[config.mk]
export PLATFORM = sky130hd
export DESIGN_NAME = serial_rx_break
export DESIGN_NICKNAME = d
export VERILOG_FILES = /design/src/rtl/srx_pkg.sv /design/src/rtl/srx_sync.sv /design/src/rtl/srx_vote.sv /design/src/rtl/srx_framer.sv /design/src/rtl/srx_status.sv /design/src/rtl/serial_rx_break.sv
export SDC_FILE = /design/constraint.sdc
export NUM_CORES = 1
export LEC_CHECK = 0
export BUFFER_PORTS_ARGS = -buffer_cell sky130_fd_sc_hd__clkbuf_2
export CORE_ASPECT_RATIO = 1.2
export CORE_MARGIN = 4
export CORE_UTILIZATION = 47
export DETAILED_ROUTE_END_ITERATION = 10
export PLACE_DENSITY = 0.67
export SLEW_MARGIN = 20
export SYNTH_ARGS = -nofsm -noshare
export SYNTH_HDL_FRONTEND = slang
export SYNTH_SLANG_ARGS = --single-unit
[constraint.sdc]
create_clock -name clk -period 2.07 [get_ports clk]
set_clock_uncertainty 0.2 [all_clocks]
set_input_delay 0.414 -clock clk [delete_from_list [all_inputs] [get_ports clk]]
set_output_delay 0.414 -clock clk [all_outputs]
set_load 0.02 [all_outputs]
[src/rtl/srx_pkg.sv]
package srx_pkg;

   typedef enum logic [2:0] {
      ST_IDLE,
      ST_START,
      ST_DATA,
      ST_PAR,
      ST_STOP
   } rx_state_e;

   function automatic logic maj3(input logic a, input logic b, input logic c);
      return (a & b) | (a & c) | (b & c);
   endfunction

endpackage

[src/rtl/srx_sync.sv]
module srx_sync #(
   parameter int   STAGES  = 2,
   parameter logic RST_VAL = 1'b1
) (
   input  logic clk,
   input  logic rst_n,
   input  logic d,
   output logic q
);

   logic [STAGES-1:0] chain;

   generate
      if (STAGES < 1) begin : g_bad
         $error("srx_sync: STAGES must be at least 1");
      end
      if (STAGES == 1) begin : g_single
         always_ff @(posedge clk or negedge rst_n) begin
            if (!rst_n) chain <= RST_VAL;
            else        chain <= d;
         end
      end else begin : g_multi
         always_ff @(posedge clk or negedge rst_n) begin
            if (!rst_n) chain <= {STAGES{RST_VAL}};
            else        chain <= {chain[STAGES-2:0], d};
         end
      end
   endgenerate

   assign q = chain[STAGES-1];

endmodule

[src/rtl/srx_vote.sv]
module srx_vote
   import srx_pkg::*;
#(
   parameter int OS_RATE = 16,
   parameter int CW      = $clog2(OS_RATE)
) (
   input  logic          clk,
   input  logic          rst_n,
   input  logic          tick,
   input  logic          busy,
   input  logic [CW-1:0] os_cnt,
   input  logic          rx,
   output logic          vote_ok,
   output logic          bit_val,
   output logic          bit_noisy
);

   localparam int MID = OS_RATE / 2;

   generate
      if (OS_RATE < 4) begin : g_bad
         $error("srx_vote: OS_RATE must be at least 4");
      end
   endgenerate

   logic s_a, s_b;
   logic take_a, take_b;

   assign take_a  = tick && busy && (os_cnt == CW'(MID - 1));
   assign take_b  = tick && busy && (os_cnt == CW'(MID));
   assign vote_ok = tick && busy && (os_cnt == CW'(MID + 1));

   always_ff @(posedge clk or negedge rst_n) begin
      if (!rst_n) begin
         s_a <= 1'b1;
         s_b <= 1'b1;
      end else begin
         if (take_a) s_a <= rx;
         if (take_b) s_b <= rx;
      end
   end

   assign bit_val   = maj3(s_a, s_b, rx);
   assign bit_noisy = !((s_a == s_b) && (s_b == rx));

endmodule

[src/rtl/srx_framer.sv]
module srx_framer
   import srx_pkg::*;
#(
   parameter int OS_RATE    = 16,
   parameter int DATA_W     = 8,
   parameter bit HAS_PARITY = 1'b1
) (
   input  logic              clk,
   input  logic              rst_n,
   input  logic              tick,
   input  logic              rx,
   input  logic              cfg_nine,
   input  logic              cfg_par_en,
   input  logic              cfg_par_odd,
   output logic              frame_done,
   output logic [DATA_W-1:0] f_data,
   output logic              f_bit8,
   output logic              f_stop,
   output logic              f_noisy,
   output logic              f_par_bad,
   output logic              f_break
);

   localparam int CW      = $clog2(OS_RATE);
   localparam int FRAME_W = DATA_W + 1;
   localparam int IW      = $clog2(FRAME_W + 1);

   rx_state_e         state;
   logic [CW-1:0]     os_cnt;
   logic [IW-1:0]     bit_idx;
   logic [FRAME_W-1:0] shreg;
   logic              par_bit, noisy, rx_prev;
   logic              vote_ok, bit_val, bit_noisy;
   logic              par_on;
   logic              edge_seen, bit_end;
   logic [IW-1:0]     last_idx;

   assign edge_seen = tick && rx_prev && !rx;
   assign bit_end   = tick && (os_cnt == CW'(OS_RATE - 1));
   assign last_idx  = cfg_nine ? IW'(FRAME_W - 1) : IW'(DATA_W - 1);

   srx_vote #(.OS_RATE(OS_RATE), .CW(CW)) u_vote (
      .clk      (clk),
      .rst_n    (rst_n),
      .tick     (tick),
      .busy     (state != ST_IDLE),
      .os_cnt   (os_cnt),
      .rx       (rx),
      .vote_ok  (vote_ok),
      .bit_val  (bit_val),
      .bit_noisy(bit_noisy)
   );

   generate
      if (HAS_PARITY) begin : g_par
         assign par_on    = cfg_par_en;
         assign f_par_bad = par_on && ((^shreg) ^ par_bit ^ cfg_par_odd);
      end else begin : g_nopar
         logic unused_par_cfg;
         assign unused_par_cfg = cfg_par_en ^ cfg_par_odd;
         assign par_on    = 1'b0;
         assign f_par_bad = 1'b0;
      end
   endgenerate

   always_ff @(posedge clk or negedge rst_n) begin
      if (!rst_n) begin
         state   <= ST_IDLE;
         os_cnt  <= '0;
         bit_idx <= '0;
         shreg   <= '0;
         par_bit <= 1'b0;
         noisy   <= 1'b0;
         rx_prev <= 1'b1;
      end else begin
         if (tick) rx_prev <= rx;
         if (tick && state != ST_IDLE)
            os_cnt <= bit_end ? '0 : os_cnt + 1'b1;
         unique case (state)
            ST_IDLE: begin
               if (edge_seen) begin
                  state   <= ST_START;
                  os_cnt  <= CW'(1);
                  bit_idx <= '0;
                  shreg   <= '0;
                  par_bit <= 1'b0;
                  noisy   <= 1'b0;
               end
            end
            ST_START: begin
               if (vote_ok) begin
                  if (bit_val) state <= ST_IDLE;
                  else         noisy <= bit_noisy;
               end
               if (bit_end) state <= ST_DATA;
            end
            ST_DATA: begin
               if (vote_ok) begin
                  shreg <= shreg | (FRAME_W'(bit_val) << bit_idx);
                  noisy <= noisy | bit_noisy;
               end
               if (bit_end) begin
                  if (bit_idx == last_idx) state <= par_on ? ST_PAR : ST_STOP;
                  else                     bit_idx <= bit_idx + 1'b1;
               end
            end
            ST_PAR: begin
               if (vote_ok) begin
                  par_bit <= bit_val;
                  noisy   <= noisy | bit_noisy;
               end
               if (bit_end) state <= ST_STOP;
            end
            ST_STOP: begin
               if (vote_ok) state <= ST_IDLE;
            end
            default: state <= ST_IDLE;
         endcase
      end
   end

   assign frame_done = (state == ST_STOP) && vote_ok;
   assign f_data     = shreg[DATA_W-1:0];
   assign f_bit8     = shreg[DATA_W];
   assign f_stop     = bit_val;
   assign f_noisy    = noisy | bit_noisy;
   assign f_break    = (shreg == '0) && !(par_on && par_bit) && !bit_val;

   // a high mid-start vote sends the receiver back to idle
   p_false_start_r3: assert property (@(posedge clk) disable iff (!rst_n)
      (state == ST_START && vote_ok && bit_val) |=> (state == ST_IDLE));

   // a character only begins on a seen high-to-low transition
   p_edge_start_r9: assert property (@(posedge clk) disable iff (!rst_n)
      (state == ST_START && $past(state) == ST_IDLE) |-> $past(tick && rx_prev && !rx));

endmodule

[src/rtl/srx_status.sv]
module srx_status #(
   parameter int DATA_W = 8
) (
   input  logic              clk,
   input  logic              rst_n,
   input  logic              clr,
   input  logic              done,
   input  logic [DATA_W-1:0] f_data,
   input  logic              f_bit8,
   input  logic              f_stop,
   input  logic              f_noisy,
   input  logic              f_par_bad,
   input  logic              f_break,
   output logic [DATA_W-1:0] rx_data,
   output logic              rx_bit8,
   output logic              rx_full,
   output logic              err_frame,
   output logic              err_parity,
   output logic              err_overrun,
   output logic              err_noise,
   output logic              brk_flag
);

   always_ff @(posedge clk or negedge rst_n) begin
      if (!rst_n) begin
         rx_data     <= '0;
         rx_bit8     <= 1'b0;
         rx_full     <= 1'b0;
         err_frame   <= 1'b0;
         err_parity  <= 1'b0;
         err_overrun <= 1'b0;
         err_noise   <= 1'b0;
         brk_flag    <= 1'b0;
      end else begin
         if (clr) begin
            rx_full     <= 1'b0;
            err_frame   <= 1'b0;
            err_parity  <= 1'b0;
            err_overrun <= 1'b0;
            err_noise   <= 1'b0;
            brk_flag    <= 1'b0;
         end
         if (done) begin
            if (rx_full && !clr) begin
               err_overrun <= 1'b1;
            end else begin
               rx_full    <= 1'b1;
               rx_data    <= f_break ? '0 : f_data;
               rx_bit8    <= f_bit8 && !f_break;
               err_frame  <= !f_stop;
               err_parity <= f_par_bad;
               err_noise  <= f_noisy;
               brk_flag   <= f_break;
            end
         end
      end
   end

   // a reported break always carries zero data and a framing error
   p_break_zero_r5: assert property (@(posedge clk) disable iff (!rst_n)
      brk_flag |-> (rx_data == '0 && !rx_bit8 && err_frame && rx_full));

   // flags only exist alongside a waiting character
   p_flags_need_full_r8: assert property (@(posedge clk) disable iff (!rst_n)
      (err_frame || err_parity || err_overrun || err_noise || brk_flag) |-> rx_full);

   // while full and unacknowledged, stored data does not move
   p_overrun_keeps_r7: assert property (@(posedge clk) disable iff (!rst_n)
      (rx_full && !clr) |=> ($stable(rx_data) && $stable(rx_bit8)));

   // acknowledge empties the receiver
   p_clear_r8: assert property (@(posedge clk) disable iff (!rst_n)
      (clr && !done) |=> !rx_full);

endmodule

[src/rtl/serial_rx_break.sv]
module serial_rx_break #(
   parameter int OS_RATE     = 16,
   parameter int SYNC_STAGES = 2,
   parameter int DATA_W      = 8,
   parameter bit HAS_PARITY  = 1'b1
) (
   input  logic              clk,
   input  logic              rst_n,
   input  logic              os_tick,
   input  logic              rx_line,
   input  logic              cfg_nine,
   input  logic              cfg_par_en,
   input  logic              cfg_par_odd,
   input  logic              clr_strobe,
   output logic [DATA_W-1:0] rx_data,
   output logic              rx_bit8,
   output logic              rx_full,
   output logic              err_frame,
   output logic              err_parity,
   output logic              err_overrun,
   output logic              err_noise,
   output logic              brk_flag
);

   generate
      if (DATA_W < 2) begin : g_bad_w
         $error("serial_rx_break: DATA_W must be at least 2");
      end
   endgenerate

   logic              rx_s;
   logic              frame_done;
   logic [DATA_W-1:0] f_data;
   logic              f_bit8, f_stop, f_noisy, f_par_bad, f_break;

   srx_sync #(.STAGES(SYNC_STAGES), .RST_VAL(1'b1)) u_sync (
      .clk  (clk),
      .rst_n(rst_n),
      .d    (rx_line),
      .q    (rx_s)
   );

   srx_framer #(.OS_RATE(OS_RATE), .DATA_W(DATA_W), .HAS_PARITY(HAS_PARITY)) u_framer (
      .clk        (clk),
      .rst_n      (rst_n),
      .tick       (os_tick),
      .rx         (rx_s),
      .cfg_nine   (cfg_nine),
      .cfg_par_en (cfg_par_en),
      .cfg_par_odd(cfg_par_odd),
      .frame_done (frame_done),
      .f_data     (f_data),
      .f_bit8     (f_bit8),
      .f_stop     (f_stop),
      .f_noisy    (f_noisy),
      .f_par_bad  (f_par_bad),
      .f_break    (f_break)
   );

   srx_status #(.DATA_W(DATA_W)) u_status (
      .clk        (clk),
      .rst_n      (rst_n),
      .clr        (clr_strobe),
      .done       (frame_done),
      .f_data     (f_data),
      .f_bit8     (f_bit8),
      .f_stop     (f_stop),
      .f_noisy    (f_noisy),
      .f_par_bad  (f_par_bad),
      .f_break    (f_break),
      .rx_data    (rx_data),
      .rx_bit8    (rx_bit8),
      .rx_full    (rx_full),
      .err_frame  (err_frame),
      .err_parity (err_parity),
      .err_overrun(err_overrun),
      .err_noise  (err_noise),
      .brk_flag   (brk_flag)
   );

   // in 8-bit form a newly stored character has no ninth bit
   p_short_no_bit8_r1: assert property (@(posedge clk) disable iff (!rst_n)
      (!cfg_nine && $rose(rx_full)) |-> !rx_bit8);

endmodule

==> results.cfg, run 1 <==
[outcome]
status = complete, no violations

[yosys]
ys_seq_elements = 42
synth_area_leaders = dfrtp_1, dfstp_2, ha_1
synthesis.nets = 233
synth-edff-count = 0
netlist.area_leader.share_pct = 41.78
syn_area_mm2 = 0.002216
yosys_warnings = 0
yosysMostFrequentCell = dfrtp_1
synth.distinct_cells = 53
synth_common_cells = dfrtp_1, nor2_1, inv_1
syn_inst = 215
ys.flop_type = dfrtp_1
synth_largest_area_cell = dfrtp_1
syn_avg_cell_area_um2 = 10.31
yosysSeqAreaShare_pct = 47.71
synthArstFlopShare_pct = 100.0

[cells_and_area]
area.growth.synth_to_final_pct = 18.52
final_nets = 271
multi_input_area_mm2 = 0.001075
n_antenna_cell = 0
seqCellArea_mm2 = 0.001057
fin_area_mm2 = 0.002626
layout.cells.non_filler = 312
fill_cells = 400
drive_gt1_share_pct = 25.59
final_util_pct = 57.59

[sta]
post-route-period-util_pct = 94.87
relSlewSlack_pct = 65.25
tns_ns = 0
min_period_ns = 1.964
finalHoldViolations = 0
finalMaxSlewViolations = 0
final-setup-viol-count = 0
whs_ns = 0.1236
grt_setup_unrepaired = false
tightest_slew_ns = 0.5212
clock.fmax_ghz = 0.5092
layout_setup_ws_ns = 0.1062

[grt]
overflow = 0
grt_max_degree = 24
antenna_found_initial = 0
grt_pass1_vias = 1650
grt_use_total_pct = 16.14
grt_pass1_wl_um = 7665

[detailed_routing]
dr.first_iter.drc_count = 67
remaining_drc_errors = 0
first_pass_iters = 4
viasPerCell = 5.551
vias = 1732
routedWlPerCell_um = 14.28
ant_nets = 0
finalWirelength_um = 4456

[placement]
dpl_cell_area_mm2 = 0.002495
place_congestion = 0.8176
dp.cells = 302
place_ws_ns = 0.002699
io_buffers = 22
hpwlAfterDp_um = 3450

[hold_path]
hold_class = primary input to flip-flop

[flow_run]
maxCapViolations = 0

[power_and_ir_drop]
ir_drop_mv = 0.3945
powerDensity_mw_per_mm2 = 973.1
p_leak_nw = 1.196
power_mw = 2.556

[cts]
cts.sinks = 42
cts_made_buffers = 5
htreeDepth = 2
post_cts.repair.setup_buffers = 0
cts_buffer_depth = 2
cts_root_buf = clkbuf_8
cts_tree = yes
clk_latency_ns = 0.30
clk_pin_slew_ns = 0.08

[die]
rows = 27
die_y_um = 83.22
core_area_mm2 = 0.004561
start_util_pct = 48.59
die_area_mm2 = 0.005882
io_pins = 23
die_w_um = 70.68

[critical_path]
arrival_ns = 1.96
startpoint_type = flip-flop
critPathRequiredTime_ns = 2.06
end_kind = flip-flop
r2r_setup_slack_ns = 0.11
path_max_fanout = 8
crit_type = flip-flop to flip-flop
==> cell usage in the layout, fill, tap and decap left out, drive strengths merged, types with 2 or more instances in the layout <==
cell and instances:
dfrtp 37, clkbuf 28, nor2 22, buf 18
inv 13, nand2 12, a21oi 11, a22o 10
ha 10, o21ai 10, nand3b 6, nand2b 5
xnor2 5, dfstp 5, nand3 5, o31ai 4
o22ai 4, nand4 4, nor3 3, mux2 3
a41oi 3, mux2i 2, a31oi 2, a21o 2
a211oi 2, or4 2, dlygate4sd3 2, or2 2
nor4b 2, nor4 2
==> sequential cells by signal, summed over array words and instances, names as in the netlist <==
| name | flops |
|---|---|
| u_status.brk_flag | 1 |
| u_status.rx_bit8 | 1 |
| u_framer.par_bit | 1 |
| u_status.err_frame | 1 |
| u_status.rx_data | 8 |
| u_status.err_noise | 1 |
| u_status.rx_full | 1 |
| u_framer.rx_prev | 1 |
| u_framer.state | 3 |
| u_framer.noisy | 1 |
| u_framer.u_vote.s_b | 1 |
| u_status.err_overrun | 1 |
| u_framer.bit_idx | 4 |
| u_framer.u_vote.s_a | 1 |
| u_framer.shreg | 9 |
| u_sync.chain | 2 |
| u_status.err_parity | 1 |
| u_framer.os_cnt | 4 |
==> path summary, 6_finish.rpt <==
| kind | start | end | cells past startpoint |
|---|---|---|---|
| max | u_sync.chain[1]$_DFF_PN1_ | u_status.rx_data[0]$_DFFE_PN0P_ | 5 |
| min | clr_strobe | u_status.err_overrun$_DFF_PN0_ | 2 |
| max reg2reg | u_sync.chain[1]$_DFF_PN1_ | u_status.rx_data[0]$_DFFE_PN0P_ | 5 |
| min reg2reg | u_sync.chain[0]$_DFF_PN1_ | u_sync.chain[1]$_DFF_PN1_ | 0 |
| max in group asynchronous | rst_n | u_framer.rx_prev$_DFFE_PN1P_ | 3 |
| min in group asynchronous | rst_n | u_framer.state[0]$_DFFE_PN0P_ | 2 |
==> timing repair <==
| item | in CTS | in global routing |
|---|---|---|
| setup endpoints to repair | 0 | 8 |
| hold endpoints to repair | 19 | 0 |
| resized for setup | 0 | 2 |
| hold buffers | 2 | 0 |
==> cell families (layout without fill, tap and decap cells) <==
group,after synthesis,count (layout),share of synthesized area [%]
xor+xnor,6,6,2.372
fa+ha+maj,10,10,5.647
mux,5,5,2.428
buf+inv,24,63,4.517
compound gates,54,54,17.22
flops,42,42,47.71
simple gates,74,74,20.10
==> where the power goes <==
group | internal, mW | switching, mW
Sequential | 0.971 | 0.138
Combinational | 0.431 | 0.457
Clock | 0.268 | 0.291
Total | 1.67 | 0.885
==> critical path, stage by stage (launching register included) <==
cell and delay [ns]:
dfstp_2 0.37, ha_1 0.21, a211o_1 0.32, a211oi_2 0.32, a41oi_4 0.21, a22o_1 0.22
==> cell type report <==
| class | instances | area share [%] |
|---|---|---|
| clock buffer | 6 | 3.144 |
| clock inverter | 2 | 0.4764 |
| inverter | 13 | 1.858 |
| multi-input combinational | 149 | 40.92 |
| sequential | 42 | 40.26 |
| tap | 58 | 2.763 |
| timing repair buffer | 42 | 10.58 |
==> per-layer routing <==
layer	up-vias	share of wire [%]	global-route usage, %
li1	856	-	-
met3	7	3.5	3.390
met4	0	1.3	5.128
met1	841	44	20.09
met2	28	51	27.59
met5	-	0	0
No activity file was read; power rests on OpenSTA's default activity.
==> run 2: changes to the inputs <==
==> constraint.sdc (replaced) <==
create_clock -name clk -period 1.8 [get_ports clk]
set_clock_uncertainty 0.2 [all_clocks]
set_input_delay 0.18 -clock clk [delete_from_list [all_inputs] [get_ports clk]]
set_output_delay 0.18 -clock clk [all_outputs]
set_load 0.02 [all_outputs]
==> run 2 against run 1 <==
The flow now finishes with violations (setup timing). Global-route usage is 1.1 points higher. Total power is 33% higher. Wire length grew 15%. Worst setup slack worse by 0.23 ns. Clock-buffer cell count fell by 1. Final cell count grew 9.6%. Fmax up 2.0%. Hold slack lost 0.051 ns. Combinational power grew 57%. Largest cell class unchanged. Highest routed layer unchanged.
==> results.cfg, run 2 (synthesis results as in run 1) <==
[sta]
grt_setup_unrepaired = true
layout_setup_ws_ns = -0.1256
post-route-period-util_pct = 107.0
final-setup-viol-count = 11
min_period_ns = 1.926
tns_ns = -1.108
tightest_slew_ns = 0.5295
clock.fmax_ghz = 0.5193
finalHoldViolations = 0
whs_ns = 0.07283
finalMaxSlewViolations = 0
relSlewSlack_pct = 64.70

[detailed_routing]
finalWirelength_um = 5117
remaining_drc_errors = 0
dr.first_iter.drc_count = 86
first_pass_iters = 4
ant_nets = 0
vias = 1888
viasPerCell = 5.520
routedWlPerCell_um = 14.96

[critical_path]
cpPeakStageDelay_ns = 0.40
cp.depth = 5
r2r-end = u_status.rx_data[1]$_DFFE_PN0P_
end_kind = flip-flop
cp_num_buf_inv = 0
critPathRequiredTime_ns = 1.78
path_max_fanout = 8
crit_chain = ha_4, a211o_1, a211oi_2, a41oi_4, a22o_1
critical_path.endpoint = u_status.rx_data[1]$_DFFE_PN0P_
cp_top_family = compound AO/OA/AOI/OAI gates
arrival_ns = 1.91
worst_path_max_delay_cell = dfstp_2
r2r_cells = 5
worstReg2RegStart = u_sync.chain[1]$_DFF_PN1_
cp-startpoint = u_sync.chain[1]$_DFF_PN1_
crit_type = flip-flop to flip-flop
startpoint_type = flip-flop
r2r_setup_slack_ns = -0.13

[power_and_ir_drop]
swShare_pct = 33.37
combPwrFrac_pct = 41.0
ir_drop_mv = 0.6910
p_sw_mw = 1.135
p_leak_nw = 1.381
p_int_mw = 2.267
p_clk_share_pct = 21.6
p_seq_share_pct = 37.4
powerDensity_mw_per_mm2 = 1126

[die]
die_w_um = 70.68
die_y_um = 83.22
io_pins = 23
core_area_mm2 = 0.004561
start_util_pct = 48.59
die_area_mm2 = 0.005882
rows = 27

[cells_and_area]
largest_register_ffs = 9
final_cell_mix = buf_4, dfrtp_1, clkbuf_2, nor2_1, nand2_1
layout_commonest_cell = buf_4
reg_top3 = u_framer.shreg x9, u_status.rx_data x8
area.growth.synth_to_final_pct = 36.31
regMostFlops = u_framer.shreg
layout.cells.non_filler = 342
final_nets = 301
fill_cells = 362
multi_input_area_mm2 = 0.001221
drive_gt1_share_pct = 42.25
seqCellArea_mm2 = 0.001059
n_antenna_cell = 0

[placement]
place_congestion = 0.7959
dp.cells = 316
hpwlAfterDp_um = 3554
io_buffers = 22

[hold_path]
hold_class = primary input to flip-flop

[grt]
grt_use_total_pct = 17.20
grt_max_degree = 43
overflow = 0
grt_pass1_wl_um = 8314
antenna_found_initial = 0
grt_pass1_vias = 1827

[cts]
cts_made_buffers = 5
htreeDepth = 2
cts.sinks = 42
clk_latency_ns = 0.29
clk_pin_slew_ns = 0.08
cts_buffer_depth = 2
cts_root_buf = clkbuf_8
cts_tree = yes

[outcome]
violations = setup timing
status = finished, violations left

[flow_run]
maxCapViolations = 0
-- run 2: through the flow --
| stage | utilization, % | setup slack (ns) | power [mW] | area [um2] |
|---|---|---|---|---|
| 3_3_place_gp | 57.70 | -0.09564 | 2.435 | 2631 |
| 2_1_floorplan | - | -0.03626 | 2.075 | 2276 |
| 5_1_grt | 66.23 | -0.1740 | 3.647 | 3020 |
| 3_5_place_dp | 57.70 | -0.1443 | 2.463 | 2631 |
| 4_1_cts | 62.22 | -0.1122 | 3.288 | 2838 |
| 6_report | 66.23 | -0.1256 | 3.402 | 3020 |
-- run 2: worst min path at each step --
stage            start                         endpoint  slack, ns  cells after the start
5_1_grt        os_tick     u_framer.rx_prev$_DFFE_PN1P_       0.08                      2
3_3_place_gp   rx_line        u_sync.chain[0]$_DFF_PN1_       0.07                      1
6_report       os_tick     u_framer.rx_prev$_DFFE_PN1P_       0.07                      2
2_1_floorplan    rst_n  u_framer.bit_idx[0]$_DFFE_PN0P_      -0.32                      0
3_5_place_dp   rx_line        u_sync.chain[0]$_DFF_PN1_       0.07                      1
4_1_cts        os_tick     u_framer.rx_prev$_DFFE_PN1P_       0.05                      2
-- run 2: power groups by stage --
stage               registers [mW]  clock network, mW  logic [mW]
floorplan                     1.24                  0       0.832
CTS                           1.25              0.764        1.27
detailed placement            1.27                  0        1.19
global placement              1.26                  0        1.17
finish                        1.27              0.734        1.39
global route                  1.31              0.788        1.55
-- run 2: final cells by class --
class / count / share of cell area, %
multi-input cells: 149 / 40.43
flip-flops and latches: 42 / 35.05
inverters: 13 / 1.616
clock inverters: 3 / 1.326
clock buffers: 5 / 2.278
well taps: 58 / 2.403
repair buffers: 72 / 16.90
-- run 2: layer usage --
metal,wire (um),track usage [%],up-vias
met1,2088,21.06,935
met3,180,3.148,8
met5,0,0,-
li1,-,-,913
met2,2787,31.22,32
met4,59,3.248,0
-- run 2: repair_timing --
| item | CTS | global route |
|---|---|---|
| pin swaps | 1 | 19 |
| hold buffers | 4 | 0 |
| resized for setup | 9 | 23 |
| setup endpoints to repair | 20 | 26 |
| endpoints found under the hold margin | 40 | 0 |
| buffers inserted | 4 | 12 |
